[config.mk]
export PLATFORM = sky130hd
export DESIGN_NAME = apb_down_timer
export DESIGN_NICKNAME = d
export VERILOG_FILES = /design/src/rtl/tmr_pkg.sv /design/src/rtl/tmr_regfile.sv /design/src/rtl/tmr_count.sv /design/src/rtl/tmr_intr.sv /design/src/rtl/apb_down_timer.sv
export SDC_FILE = /design/constraint.sdc
export NUM_CORES = 1
export LEC_CHECK = 0
export ABC_AREA = 1
export CORE_AREA = 5 5 136 106
export CTS_CLUSTER_DIAMETER = 80
export DETAILED_ROUTE_END_ITERATION = 10
export DIE_AREA = 0 0 141 111
export PLACE_DENSITY = 0.67
export SYNTH_ARGS = -nofsm -noshare
export SYNTH_HDL_FRONTEND = slang
export SYNTH_HIERARCHICAL = 1
export SYNTH_SLANG_ARGS = --single-unit
[constraint.sdc]
create_clock -name pclk -period 3.4 [get_ports pclk]
set_input_delay 0.68 -clock pclk [delete_from_list [all_inputs] [get_ports pclk]]
set_output_delay 0.68 -clock pclk [all_outputs]
set_load 0.02 [all_outputs]
[src/rtl/tmr_pkg.sv]
package tmr_pkg;
  localparam int TW = 32;
  localparam int AW = 8;
  typedef logic [TW-1:0] word_t;

  localparam logic [AW-1:0] OFS_LOAD  = 8'h00;
  localparam logic [AW-1:0] OFS_CUR   = 8'h04;
  localparam logic [AW-1:0] OFS_CTRL  = 8'h08;
  localparam logic [AW-1:0] OFS_EOI   = 8'h0C;
  localparam logic [AW-1:0] OFS_STAT  = 8'h10;
  localparam logic [AW-1:0] OFS_GSTAT = 8'hA0;
  localparam logic [AW-1:0] OFS_GEOI  = 8'hA4;
  localparam logic [AW-1:0] OFS_RAW   = 8'hA8;
  localparam logic [AW-1:0] OFS_VER   = 8'hAC;

  localparam int CB_EN  = 0;
  localparam int CB_PER = 1;
  localparam int CB_MSK = 2;

  // value the counter takes after running out
  function automatic word_t reload_val(input logic per, input word_t ld);
    return per ? ld : '1;
  endfunction

  // counter is on its last tick
  function automatic logic at_end(input word_t c);
    return c <= word_t'(1);
  endfunction
endpackage

[src/rtl/tmr_regfile.sv]
module tmr_regfile
  import tmr_pkg::*;
(
  input  logic  clk,
  input  logic  rst_n,
  input  logic  wr_load,
  input  logic  wr_ctrl,
  input  word_t wdata,
  output word_t load_q,
  output logic  en,
  output logic  per,
  output logic  msk
);
  always_ff @(posedge clk or negedge rst_n) begin
    if (!rst_n) begin
      load_q <= '0;
      en     <= 1'b0;
      per    <= 1'b0;
      msk    <= 1'b0;
    end else begin
      if (wr_load) load_q <= wdata;
      if (wr_ctrl) begin
        en  <= wdata[CB_EN];
        per <= wdata[CB_PER];
        msk <= wdata[CB_MSK];
      end
    end
  end
endmodule

[src/rtl/tmr_count.sv]
module tmr_count
  import tmr_pkg::*;
(
  input  logic  clk,
  input  logic  rst_n,
  input  logic  en,
  input  logic  per,
  input  word_t load_q,
  output word_t count,
  output logic  start,
  output logic  expire
);
  logic en_prev;

  assign start  = en & ~en_prev;
  assign expire = en & en_prev & at_end(count);

  always_ff @(posedge clk or negedge rst_n) begin
    if (!rst_n) begin
      count   <= '0;
      en_prev <= 1'b0;
    end else begin
      en_prev <= en;
      if (start)       count <= load_q;
      else if (expire) count <= reload_val(per, load_q);
      else if (en)     count <= count - word_t'(1);
    end
  end
endmodule

[src/rtl/tmr_intr.sv]
module tmr_intr (
  input  logic clk,
  input  logic rst_n,
  input  logic expire,
  input  logic clr,
  input  logic msk,
  output logic raw,
  output logic irq
);
  always_ff @(posedge clk or negedge rst_n) begin
    if (!rst_n)      raw <= 1'b0;
    else if (expire) raw <= 1'b1;
    else if (clr)    raw <= 1'b0;
  end

  assign irq = raw & ~msk;
endmodule

[src/rtl/apb_down_timer.sv]
module apb_down_timer
  import tmr_pkg::*;
#(
  parameter logic [TW-1:0] VERSION = 32'h0001_0200
) (
  input  logic          pclk,
  input  logic          presetn,
  input  logic          psel,
  input  logic          penable,
  input  logic          pwrite,
  input  logic [AW-1:0] paddr,
  input  logic [TW-1:0] pwdata,
  output logic [TW-1:0] prdata,
  output logic          pready,
  output logic          pslverr,
  output logic          irq
);
  logic  acc_w, wr_w, rd_w;
  logic  en_w, per_w, msk_w;
  word_t load_w, cnt_w;
  logic  start_w, expire_w, raw_w, eoi_rd_w;

  assign acc_w    = psel & penable;
  assign wr_w     = acc_w & pwrite;
  assign rd_w     = acc_w & ~pwrite;
  assign eoi_rd_w = rd_w & ((paddr == OFS_EOI) | (paddr == OFS_GEOI));

  assign pready  = 1'b1;
  assign pslverr = 1'b0;

  tmr_regfile u_regs (
    .clk(pclk), .rst_n(presetn),
    .wr_load(wr_w & (paddr == OFS_LOAD)),
    .wr_ctrl(wr_w & (paddr == OFS_CTRL)),
    .wdata(pwdata), .load_q(load_w),
    .en(en_w), .per(per_w), .msk(msk_w)
  );

  tmr_count u_cnt (
    .clk(pclk), .rst_n(presetn), .en(en_w), .per(per_w),
    .load_q(load_w), .count(cnt_w), .start(start_w), .expire(expire_w)
  );

  tmr_intr u_int (
    .clk(pclk), .rst_n(presetn), .expire(expire_w), .clr(eoi_rd_w),
    .msk(msk_w), .raw(raw_w), .irq(irq)
  );

  always_comb begin
    prdata = '0;
    if (psel && !pwrite) begin
      case (paddr)
        OFS_LOAD:           prdata = load_w;
        OFS_CUR:            prdata = cnt_w;
        OFS_CTRL:           prdata = word_t'({msk_w, per_w, en_w});
        OFS_STAT, OFS_GSTAT: prdata = word_t'(irq);
        OFS_RAW:            prdata = word_t'(raw_w);
        OFS_VER:            prdata = VERSION;
        default:            prdata = '0;
      endcase
    end
  end
endmodule

==> impl_metrics.json <==
{
  "die_h_um": 111,
  "routed_wl_mm": 16.8,
  "timing.hold.ws_ps": 373,
  "final_cell_mix": "nand2_1, inv_1, nand3_1",
  "grt_pass1_wl_mm": 28.1,
  "multi_input_area_mm2": 0.00310,
  "crit_fanout": 14,
  "end_kind": "primary output",
  "grt_setup_unrepaired": "false",
  "portBuffers": 77,
  "ir_worst_vdd_v": 0.000279,
  "start_util": 0.445,
  "relSlewSlack": 0.470,
  "arrival_ps": 2500,
  "cts_tree": "yes",
  "fin_crit_ps": 3180,
  "final_hold_viol_count": 0,
  "yosys-top-cells-area": "dfrtp_1, nand2_1, inv_1",
  "h-tree-depth": 3,
  "grt_max_degree": 43,
  "final_common_cell": "nand2_1",
  "cp-start-kind": "primary input",
  "yosysWarnings": 6,
  "crit_family": "buffers and inverters",
  "grt_overflow_total": 0,
  "drv_cap": 0,
  "cts_buffers": 9,
  "r2r_slack_ps": 1020,
  "place.gp.congestion": 0.942,
  "skew_ps": 7.68,
  "netlist_instances": 918,
  "slowest_stage": "clkdlybuf4s50_1",
  "cpPeakStageDelay_ps": 460,
  "cts-hold-fix-buffers": 0,
  "synth_cell_types": 34,
  "n_antenna_cell": 0,
  "finalSetupViolCount": 0,
  "fillers": 1322,
  "num_vias": 5886,
  "hold_path.class": "primary input to async pin",
  "clock_path_buffers": 2,
  "final-seq-area_mm2": 0.00173,
  "dp_hpwl_mm": 12.4,
  "ant_nets": 0,
  "drt_iter0_drc": 543,
  "die_width_um": 141,
  "ff2ff_path_depth": 9,
  "first_global_vias": 5573,
  "ys_seq_area_frac": 0.303,
  "final_core_util": 0.548,
  "synth.avg_cell_area_um2": 6.20,
  "worst_pin_slew_ps": 795,
  "io_pins": 80,
  "netlist_area_mm2": 0.00569,
  "p_per_area_mw_per_mm2": 327,
  "routedWlPerCell_um": 14.3,
  "drtPass1Iterations": 6,
  "post_cts_buffers": 0,
  "gr-usage-all-layers": 0.219,
  "fin_crit_sh": 0.936,
  "critical_path_class": "primary input to primary output",
  "synthToLayoutAreaGrowth_pct": 23.2,
  "place_ws_ps": -44.3,
  "dieArea_mm2": 0.0157,
  "drv_slew": 0,
  "final_nets": 1043,
  "required_ps": 2720,
  "worstSkewPairLatency_ps": 340,
  "antenna_found_initial": 0,
  "clkSinkCount": 69,
  "r2r_end": "u_cnt/count[15]$_DFFE_PN0P_",
  "synth_top_cell_area_share": 0.303,
  "vias_per_cell": 5.02,
  "reg2reg_from": "u_cnt/count[0]$_DFFE_PN0P_",
  "p_leak_nw": 3.86,
  "rows": 36,
  "root_buffer": "clkbuf_16",
  "synthesis.nets": 965,
  "crit_chain": "clkdlybuf4s50_1 > nand2_1 > inv_1 > nand2_1 > nand2_1 > a21oi_1 > nand2_4 > nand2_8 > buf_12 > nor2_4 > dlygate4sd2_1",
  "cp_num_buf_inv": 4,
  "fmax_mhz": 314,
  "run_status": "finished clean",
  "core_area_mm2": 0.0128,
  "cp_common_cell": "nand2_1",
  "fin_ws_ps": 218,
  "clkTransAtPathRegs_ps": 60,
  "drc": 0,
  "ys_ff_latch": 69,
  "yosysTopAreaCell": "dfrtp_1",
  "drive_gt1_frac": 0.115
}
-- report_power, final --
group	switching [W]	internal [W]
registers	0.0000139	0.000832
logic	0.000202	0.000135
clock network	0.000387	0.000720
total	0.000602	0.00169
-- metal layers --
metal / wire [um] / global-route usage / vias up / part of all wire
met4: 88 / 0.0342 / 0 / 0.0052
li1: - / - / 2958 / -
met2: 7090 / 0.320 / 205 / 0.42
met3: 1340 / 0.0599 / 9 / 0.079
met5: 0 / 0 / - / 0
met1: 8300 / 0.329 / 2714 / 0.49
-- per-stage QoR --
stage                     cells  cell area [um2]  TNS (ps)  total power [W]
after floorplan             918             5690         0          0.00106
final                      1172             7010         0          0.00229
after global placement     1156             6630     -28.1          0.00119
after CTS                  1172             6960         0          0.00230
after global routing       1172             7010         0          0.00239
after detailed placement   1156             6630      -497          0.00119
-- synthesized netlist by cell type --
master    instances
buf_2             8
nor2_2           12
nand2_1         347
clkinv_2          1
nor2_1           81
inv_2            11
o21bai_1          2
ha_1              2
buf_4             5
clkbuf_1          8
inv_1           138
buf_6             6
inv_8             1
buf_12            3
nand2_8           1
clkbuf_8          3
nor2_8            1
o21ai_1           5
o22ai_1          29
nand2_4           2
conb_1            2
o211ai_1          1
nand2_2          16
o21ai_0          14
nor2_4           23
a21oi_1           8
nor3_1            1
xor2_1            5
buf_1             4
nand3_4           1
dfrtp_1          69
nand3_1         100
nor3_2            1
nand4_1           7
-- sequential cells by signal (all words and copies together) (netlist names) --
| signal | count |
|---|---|
| u_regs/load_q | 32 |
| u_regs/msk | 1 |
| u_regs/en | 1 |
| u_regs/per | 1 |
| u_int/raw | 1 |
| u_cnt/count | 32 |
| u_cnt/en_prev | 1 |
-- cell families after synthesis --
| kind of cell | count (synthesis) | synth area share |
|---|---|---|
| flops | 69 | 0.303 |
| fa+ha+maj | 2 | 0.00440 |
| compound gates | 59 | 0.0596 |
| buf+inv | 188 | 0.152 |
| simple gates | 593 | 0.471 |
| xor+xnor | 5 | 0.00770 |
| other cells | 2 | 0.00132 |
-- what timing repair did --
item                       CTS  global route
setup endpoints to repair   15            17
resized for setup           15            18
cloned                       0             0
hold endpoints to repair     0             0
-- how the worst max path moves through the flow --
stage / endpoint / slack, ps / startpoint / depth (start not counted)
floorplan: prdata[1] / 1050 / paddr[6] / 10
global placement: prdata[25] / -9 / paddr[3] / 12
detailed placement: prdata[30] / -40 / paddr[0] / 12
CTS: prdata[10] / 5 / paddr[0] / 12
global route: prdata[20] / 110 / paddr[6] / 12
finish: prdata[30] / 220 / paddr[7] / 11
-- final cells by class --
class	instances	share of cell area
clock inverters	7	0.0175
multi-input cells	661	0.442
clock buffers	9	0.0321
flip-flops and latches	69	0.246
repair buffers	104	0.149
well taps	171	0.0305
inverters	151	0.0821
Note: power is estimated with default switching activity, not from simulation.
